File: config.mk
export PLATFORM = sky130hd
export DESIGN_NAME = mbx_pair
export DESIGN_NICKNAME = d
export VERILOG_FILES = /design/src/rtl/mbx_pkg.sv /design/src/rtl/mbx_cfg.sv /design/src/rtl/mbx_slot.sv /design/src/rtl/mbx_lane.sv /design/src/rtl/mbx_pair.sv
export SDC_FILE = /design/constraint.sdc
export NUM_CORES = 1
export LEC_CHECK = 0
export ABC_CLOCK_PERIOD_IN_PS = 1500
export BUFFER_PORTS_ARGS = -buffer_cell sky130_fd_sc_hd__buf_4
export CORE_UTILIZATION = 50
export DETAILED_ROUTE_END_ITERATION = 12
export GPL_TIMING_DRIVEN = 0
export PLACE_DENSITY_LB_ADDON = 0.25
export SYNTH_ARGS = -nofsm -noshare
export SYNTH_HDL_FRONTEND = slang
export SYNTH_SLANG_ARGS = --single-unit
export TNS_END_PERCENT = 1
File: constraint.sdc
create_clock -name clk -period 1.5 [get_ports clk]
set_clock_uncertainty 0.15 [all_clocks]
set_input_delay 0.15 -clock clk [delete_from_list [all_inputs] [get_ports clk]]
set_output_delay 0.15 -clock clk [all_outputs]
set_load 0.05 [all_outputs]
File: src/rtl/mbx_pkg.sv
package mbx_pkg;
  typedef enum logic {
    BUS_BYTE = 1'b0,
    BUS_WORD = 1'b1
  } bus_size_e;
endpackage

File: src/rtl/mbx_cfg.sv
// Captures a bus-size select while reset is high and holds it afterwards.
module mbx_cfg
  import mbx_pkg::*;
(
  input  logic      clk,
  input  logic      rst,
  input  logic      size_in,
  output bus_size_e size_q
);
  always_ff @(posedge clk) begin
    if (rst) size_q <= bus_size_e'(size_in);
  end
endmodule

File: src/rtl/mbx_slot.sv
// One mailbox register with its full flag. A post is refused while full.
module mbx_slot #(
  parameter int W = 18
) (
  input  logic         clk,
  input  logic         rst,
  input  logic         wr,
  input  logic         rd,
  input  logic [W-1:0] din,
  output logic         full,
  output logic [W-1:0] data
);
  logic take;
  assign take = wr && !full;

  always_ff @(posedge clk) begin
    if (rst) begin
      full <= 1'b0;
      data <= '0;
    end else begin
      if (take) data <= din;
      if (take)    full <= 1'b1;
      else if (rd) full <= 1'b0;
    end
  end
endmodule

File: src/rtl/mbx_lane.sv
// Reader-side output register: active lanes carry mail, others carry fill.
module mbx_lane
  import mbx_pkg::*;
#(
  parameter int W      = 18,
  parameter int BYTE_W = 9,
  parameter bit FILL_X = 1'b0
) (
  input  logic         clk,
  input  logic         rst,
  input  logic         ld,
  input  bus_size_e    size,
  input  logic [W-1:0] din,
  output logic [W-1:0] dout
);
  localparam logic [W-1:0] BYTE_MASK = {{(W-BYTE_W){1'b0}}, {BYTE_W{1'b1}}};
  localparam logic [W-1:0] FILL      = FILL_X ? {W{1'bx}} : {W{1'b0}};

  logic [W-1:0] mask;
  assign mask = (size == BUS_WORD) ? {W{1'b1}} : BYTE_MASK;

  always_ff @(posedge clk) begin
    if (rst)     dout <= '0;
    else if (ld) dout <= (din & mask) | (FILL & ~mask);
  end
endmodule

File: src/rtl/mbx_pair.sv
module mbx_pair
  import mbx_pkg::*;
#(
  parameter int A_W    = 36,
  parameter int N_W    = 18,
  parameter int BYTE_W = 9,
  parameter bit FILL_X = 1'b0
) (
  input  logic           clk,
  input  logic           rst,
  input  logic           size_b,
  input  logic           size_c,
  input  logic [N_W-1:0] a_din,
  input  logic           a_mb_wr,
  input  logic           a_mb_rd,
  output logic [A_W-1:0] a_dout,
  output logic           a_mail_full,
  input  logic           b_mb_rd,
  output logic [N_W-1:0] b_dout,
  output logic           b_mail_full,
  input  logic [N_W-1:0] c_din,
  input  logic           c_mb_wr
);
  localparam int LOW_W = A_W - N_W;
  localparam logic [N_W-1:0]   BYTE_MASK = {{(N_W-BYTE_W){1'b0}}, {BYTE_W{1'b1}}};
  localparam logic [LOW_W-1:0] LOW_FILL  = FILL_X ? {LOW_W{1'bx}} : {LOW_W{1'b0}};

  bus_size_e    sz_b_q, sz_c_q;
  logic [N_W-1:0] ab_in, ca_in, ab_data, ca_data, a_hi;

  mbx_cfg u_cfg_b (.clk(clk), .rst(rst), .size_in(size_b), .size_q(sz_b_q));
  mbx_cfg u_cfg_c (.clk(clk), .rst(rst), .size_in(size_c), .size_q(sz_c_q));

  // Lanes outside the active bus never reach the stored message.
  assign ab_in = a_din & ((sz_b_q == BUS_WORD) ? {N_W{1'b1}} : BYTE_MASK);
  assign ca_in = c_din & ((sz_c_q == BUS_WORD) ? {N_W{1'b1}} : BYTE_MASK);

  mbx_slot #(.W(N_W)) u_slot_ab (
    .clk(clk), .rst(rst), .wr(a_mb_wr), .rd(b_mb_rd),
    .din(ab_in), .full(b_mail_full), .data(ab_data)
  );

  mbx_slot #(.W(N_W)) u_slot_ca (
    .clk(clk), .rst(rst), .wr(c_mb_wr), .rd(a_mb_rd),
    .din(ca_in), .full(a_mail_full), .data(ca_data)
  );

  mbx_lane #(.W(N_W), .BYTE_W(BYTE_W), .FILL_X(FILL_X)) u_lane_b (
    .clk(clk), .rst(rst), .ld(b_mb_rd), .size(sz_b_q),
    .din(ab_data), .dout(b_dout)
  );

  mbx_lane #(.W(N_W), .BYTE_W(BYTE_W), .FILL_X(FILL_X)) u_lane_a (
    .clk(clk), .rst(rst), .ld(a_mb_rd), .size(sz_c_q),
    .din(ca_data), .dout(a_hi)
  );

  // Mail from port C lands on the upper lanes of port A.
  assign a_dout = {a_hi, LOW_FILL};
endmodule

==> flow_summary_export.csv, run 1 <==
group,metric,value,unit
logic_synthesis,yosysWarnings,0,
routing,drtIter0Drc,176,
critical_path,critPathCaptureType,"register",
layout,multi_input_area,1160,sq um
power_and_ir_drop,p_int,3360,uW
layout,fin_area,4320,sq um
power_and_ir_drop,leakagePower,0.00189,uW
clock_network,cts.sinks,76,
clock_network,root_buffer,"clkbuf_8",
floorplanning,ioPinCount,100,
layout,fin_cells,550,
global_routing,grt_max_degree,14,
critical_path,crit_chain,"dlygate4sd3_1 -> buf_4 -> buf_6 -> clkbuf_1 -> nor2_1",
global_routing,antenna_found_initial,0,
routing,viasPerCell,4.86,
placed_design,dp_hpwl,4600,microns
timing,fin_setup_tns,0,ns
timing,rsz0062_at_grt,"no",
routing,via_count,2675,
critical_path,rr_worst_depth,5,
layout,finalNetCount,517,
layout,drive_gt1_share,29.1,%
routing,top_layer_used,"met4",
logic_synthesis,netlist_instances,327,
clock_network,clk_latency,0.35,ns
worst_hold_path,hold_path.class,"in -> reg",
layout,most-common-layout-cells,"104 x buf_4, 73 x dfxtp_1, 54 x nand2_1, 54 x a21oi_1, 39 x dlygate4sd3_1",
floorplanning,die_area,6250,sq um
power_and_ir_drop,power_switching,1220,uW
power_and_ir_drop,combPwrFrac,16.5,%
clock_network,cts_buffer_depth,2,
timing,timing.final.ws_setup,0.0518,ns
timing,slew_violations,0,
floorplanning,die_height,79.1,microns
clock_network,cts_tree,"built",
worst_hold_path,worstHoldPathCells,3,
placed_design,place_congestion,0.775,
routing,wl_met3,423,microns
routing,met2_length,3490,microns
layout,area_growth,45.6,%
global_routing,grt_overflow,0,
floorplanning,die_w,79.1,microns
power_and_ir_drop,swShare,26.6,%
layout,fillers,420,
timing,layout_min_cycle_time,1.45,ns
power_and_ir_drop,seq_power_share,46.8,%
timing,fin_crit_sh,96.5,%
power_and_ir_drop,p_clk_share,36.6,%
layout,diodes,0,
logic_synthesis,netlist_top_cells_area,"dfxtp_1 50%, a21oi_1 9.1%, nand2_1 6.8%",
critical_path,start_kind,"primary input",
routing,wirelength,7250,microns
logic_synthesis,synth_top_area_share,49.9,%
routing,wire_per_inst,13.2,microns
logic_synthesis,ys_seq_elements,76,
floorplanning,start_util,52.9,%
critical_path,worstPathRequired,1.56,ns
critical_path,cp_num_buf_inv,4,
clock_network,cts-buffers-inserted,9,
layout,layout_commonest_cell,"buf_4",
clock_network,cts_setup_buffers,0,
routing,wl_met1,3130,microns
placed_design,post-place-ws,0.246,ns
power_and_ir_drop,power.density,1060,nW/um^2
logic_synthesis,ys_seq_area_share,51.9,%
critical_path,critical_path_class,"in -> reg",
critical_path,path_max_fanout,10,
clock_network,cts.reportedPaths.clkPinSlew,0.08,ns
global_routing,grt_pass1_wl,11500,microns
placed_design,portBuffers,79,
logic_synthesis,synth_top_cell_by_area,"dfxtp_1",
logic_synthesis,ys_types,20,
placed_design,dpl.cell_count,495,
timing,setup_viol,0,
floorplanning,core.rowCount,27,
layout,final_util,77.1,%
global_routing,grt_pass1_vias,2467,
global_routing,gr-usage-all-layers,24.5,%
timing,hold_viol,0,
logic_synthesis,syn_area_per_cell,9.08,sq um
critical_path,crit_path_max_incr_delay,0.54,ns
critical_path,arrival,1.51,ns
run,maxCapViolCount,0,
critical_path,crit_slowest_cell,"dlygate4sd3_1",
routing,ant_nets,0,
routing,dr.pass1.iters,4,
clock_network,htree_num_levels,3,
timing,slew_headroom,64.2,%
power_and_ir_drop,irDropWorstVdd,0.623,mV
floorplanning,coreArea,5610,sq um
critical_path,crit_cells,5,
timing,fmax,0.691,GHz
timing,tightestPinTransition,0.537,ns
logic_synthesis,syn-cell-area,2970,sq um
placed_design,dpl_cell_area,3720,sq um
layout,ff_latch_area,1540,sq um
status,status,"complete, no violations",
routing,drc,0,
critical_path,cp_top_family,"buffers and inverters",
sequential cells by signal, indices dropped and copies added (netlist names):
register and flops:
u_cfg_b.size_q 1, u_cfg_c.size_q 1, u_lane_a.dout 18, u_lane_b.dout 18
u_slot_ab.data 18, u_slot_ab.full 1, u_slot_ca.data 18, u_slot_ca.full 1
cell families after synthesis:
logic type,Yosys count,synth area share (%)
compound gates,56,9.69
buf+inv,44,11.2
flops,76,51.9
mux,18,6.07
other cells,1,0.126
simple gates,132,21.0
path summary, 6_finish.rpt:
check        slack (ns)                             from                              end
min reg2reg        0.30  u_slot_ca.data[17]$_SDFFE_PP0P_  u_slot_ca.data[17]$_SDFFE_PP0P_
min                0.03                          b_mb_rd   u_lane_b.dout[10]$_SDFFE_PP0P_
max reg2reg        0.22      u_slot_ca.full$_SDFFE_PP0P_   u_slot_ca.data[9]$_SDFFE_PP0P_
max                0.05                              rst    u_lane_b.dout[0]$_SDFFE_PP0P_
power groups by stage:
stage                     sequential, uW  combinational [uW]  clock (uW)
after floorplan                     2270                 393           0
after detailed placement            2190                 667           0
after global routing                2150                 811        1770
after global placement              2190                 662           0
after CTS                           2140                 752        1700
final                               2150                 758        1680
cell type report:
cell class,count,area share [%]
flip-flops and latches,76,35.7
multi-input cells,224,26.8
repair buffers,118,22.7
plain buffers,44,7.73
clock buffers,9,2.86
clock inverters,7,2.11
well taps,72,2.08
through the flow:
step	hold slack [ns]	total power [uW]
final	0.0322	4580
after global routing	0.0620	4730
after detailed placement	0.180	2860
after global placement	0.180	2850
after floorplan	0.0989	2660
after CTS	0.0256	4600
timing repair:
item	CTS	global route
hold buffers	39	0
gates resized for setup	0	2
endpoints found under the hold margin	44	0
setup endpoints to repair	0	1
worst register-to-register path, cell delays in order, from the launching register on:
cell and delay [ns]:
dfxtp_1 0.38, nand2b_1 0.12, buf_4 0.17, buf_4 0.19, nand2_1 0.07, a21oi_1 0.13
metal layers:
metal	vias to the layer above	GRT usage [%]
met5	-	0
met4	0	13.8
met3	18	4.83
met2	104	38.9
met1	1219	30.9
li1	1334	-
cells in the mapped netlist:
master / number
nand2b_1: 20
buf_6: 3
nand3_4: 1
buf_4: 25
edfxtp_1: 2
mux2i_1: 18
clkbuf_8: 1
nand3_1: 34
conb_1: 1
a21oi_2: 2
a21oi_1: 54
dfxtp_1: 74
or2b_1: 2
buf_2: 7
nor2_1: 18
buf_12: 2
nand3_2: 1
clkbuf_1: 6
nand2_1: 54
and2b_1: 2
No activity file was read; power rests on OpenSTA's default activity.
==> inputs of run 2 (changes only) <==
--- a/config.mk
+++ b/config.mk
@@ -5,12 +5,14 @@
 export SDC_FILE = /design/constraint.sdc
 export NUM_CORES = 1
 export LEC_CHECK = 0
-export ABC_CLOCK_PERIOD_IN_PS = 1500
+export ABC_CLOCK_PERIOD_IN_PS = 1510
 export BUFFER_PORTS_ARGS = -buffer_cell sky130_fd_sc_hd__buf_4
 export CORE_UTILIZATION = 50
+export CTS_BUF_LIST = sky130_fd_sc_hd__clkbuf_16
 export DETAILED_ROUTE_END_ITERATION = 12
 export GPL_TIMING_DRIVEN = 0
 export PLACE_DENSITY_LB_ADDON = 0.25
+export RECOVER_POWER = 50
 export SYNTH_ARGS = -nofsm -noshare
 export SYNTH_HDL_FRONTEND = slang
 export SYNTH_SLANG_ARGS = --single-unit
==> constraint.sdc (replaced) <==
create_clock -name clk -period 1.51 [get_ports clk]
set_clock_uncertainty 0.15 [all_clocks]
set_input_delay 0.151 -clock clk [delete_from_list [all_inputs] [get_ports clk]]
set_output_delay 0.151 -clock clk [all_outputs]
set_load 0.05 [all_outputs]
==> flow_summary_export.csv, run 2 (synthesized netlist as in run 1, its figures left out) <==
group,metric,value,unit
timing,hold_viol,0,
power_and_ir_drop,leakagePower,0.00191,uW
global_routing,antenna_found_initial,0,
global_routing,grt_pass1_vias,2512,
layout,layout_commonest_cell,"dfxtp_1",
layout,most-common-layout-cells,"74 x dfxtp_1, 64 x buf_4, 54 x nand2_1, 54 x a21oi_1, 41 x clkbuf_2",
power_and_ir_drop,seq_power_share,41.7,%
critical_path,critical_path_class,"in -> reg",
timing,fin_crit_sh,95.9,%
global_routing,gr-usage-all-layers,24.7,%
clock_network,cts-buffers-inserted,9,
critical_path,crit_path_start,"rst",
clock_network,cts_tree,"built",
worst_hold_path,hp-start,"b_mb_rd",
power_and_ir_drop,combPwrFrac,14.4,%
routing,met2_length,3530,microns
worst_hold_path,hold_path.class,"in -> reg",
critical_path,crit_slowest_cell,"dlygate4sd3_1",
routing,ant_nets,0,
critical_path,worstPathRequired,1.55,ns
critical_path,crit_path_max_incr_delay,0.54,ns
placed_design,post-place-ws,0.256,ns
global_routing,grt_overflow,0,
placed_design,dpl.cell_count,495,
critical_path,arrival,1.49,ns
routing,via_count,2700,
power_and_ir_drop,power_switching,1270,uW
status,status,"complete, no violations",
timing,tightestPinTransition,0.536,ns
timing,slew_headroom,64.3,%
critical_path,cp_top_family,"buffers and inverters",
timing,fmax,0.690,GHz
clock_network,root_buffer,"clkbuf_16",
critical_path,path_max_fanout,10,
placed_design,dp_hpwl,4600,microns
placed_design,portBuffers,79,
routing,viasPerCell,4.91,
layout,fillers,431,
routing,top_layer_used,"met4",
global_routing,grt_pass1_wl,11700,microns
clock_network,cts_buffer_depth,2,
power_and_ir_drop,power,5110,uW
floorplanning,die_height,79.1,microns
routing,wl_met3,428,microns
clock_network,cts.reportedPaths.clkPinSlew,0.06,ns
layout,fin_area,4320,sq um
layout,multi_input_area,1160,sq um
timing,slew_violations,0,
floorplanning,ioPinCount,100,
clock_network,cts.sinks,76,
layout,drive_gt1_share,29.1,%
routing,drc,0,
clock_network,clk_latency,0.33,ns
placed_design,place_congestion,0.775,
routing,drtIter0Drc,165,
critical_path,r2r-start,"u_slot_ab.full$_SDFFE_PP0P_",
routing,wirelength,7280,microns
run,maxCapViolCount,0,
timing,layout_min_cycle_time,1.45,ns
layout,diodes,0,
power_and_ir_drop,swShare,24.9,%
critical_path,crit_chain,"dlygate4sd3_1 -> buf_4 -> buf_6 -> clkbuf_1 -> a21oi_1",
timing,fin_setup_tns,0,ns
power_and_ir_drop,irDropWorstVdd,0.868,mV
timing,rsz0062_at_grt,"no",
placed_design,dpl_cell_area,3720,sq um
timing,timing.final.ws_setup,0.0615,ns
timing,setup_viol,0,
layout,area_growth,45.6,%
critical_path,start_kind,"primary input",
layout,fin_cells,550,
critical_path,cp_num_buf_inv,4,
power_and_ir_drop,p_int,3840,uW
power_and_ir_drop,p_clk_share,43.9,%
floorplanning,core.rowCount,27,
global_routing,grt_max_degree,14,
routing,wl_met1,3130,microns
layout,ff_latch_area,1540,sq um
critical_path,critPathCaptureType,"register",
routing,wire_per_inst,13.2,microns
routing,dr.pass1.iters,4,
floorplanning,die_w,79.1,microns
layout,finalNetCount,517,
floorplanning,die_area,6250,sq um
clock_network,htree_num_levels,3,
floorplanning,coreArea,5610,sq um
power_and_ir_drop,power.density,1180,nW/um^2
floorplanning,start_util,52.9,%
==> run 2: cell types whose count changed in the layout (fill, tap and decap cells not counted), sizes merged <==
cell	delta
buf	-41
clkbuf	+41
==> run 2: layout make-up <==
cell class / instances / area share, %
plain buffers: 44 / 7.61
clock buffers: 9 / 5.21
clock inverters: 7 / 2.11
multi-input cells: 224 / 26.8
flip-flops and latches: 76 / 35.6
well taps: 72 / 2.08
repair buffers: 118 / 20.5
==> run 2: stage by stage <==
step / hold WS (ns) / utilization, %
after floorplan: 0.0999 / -
after global placement: 0.181 / 66.3
after detailed placement: 0.181 / 66.3
after CTS: 0.0510 / 78.9
after global routing: 0.0875 / 77.1
final: 0.0607 / 77.1
==> run 2: timing repair <==
action | 4_1_cts | 5_1_grt
hold buffers | 39 | 0
buffers inserted | 0 | 0
gates resized for setup | 0 | 4
endpoints found under the setup margin | 0 | 5
hold endpoints to repair | 44 | 0
==> run 2: worst register-to-register path, cell delays in order, from the launching register on <==
cell	delay, ns
dfxtp_1	0.32
and2b_1	0.19
clkbuf_2	0.24
buf_12	0.17
nand2_1	0.06
a21oi_1	0.17
==> run 2: per-layer routing <==
| metal | up-vias | global-route usage, % |
|---|---|---|
| li1 | 1340 | - |
| met1 | 1238 | 30.8 |
| met2 | 104 | 39.8 |
| met3 | 18 | 4.71 |
| met4 | 0 | 13.8 |
| met5 | - | 0 |
==> run 2: power by group through the flow <==
stage | combinational [uW] | clock [uW] | sequential [uW]
2_1_floorplan | 390 | 0 | 2250
3_3_place_gp | 657 | 0 | 2170
3_5_place_dp | 663 | 0 | 2180
4_1_cts | 747 | 2280 | 2130
5_1_grt | 789 | 2360 | 2140
6_report | 737 | 2240 | 2130
==> run 2: final timing paths <==
check | endpoint | slack (ns) | cells after the start
setup / recovery | u_slot_ca.data[4]$_SDFFE_PP0P_ | 0.06 | 5
hold / removal | u_lane_b.dout[10]$_SDFFE_PP0P_ | 0.06 | 3
setup reg to reg | u_slot_ab.data[2]$_SDFFE_PP0P_ | 0.13 | 5
hold reg to reg | u_slot_ca.data[17]$_SDFFE_PP0P_ | 0.30 | 2
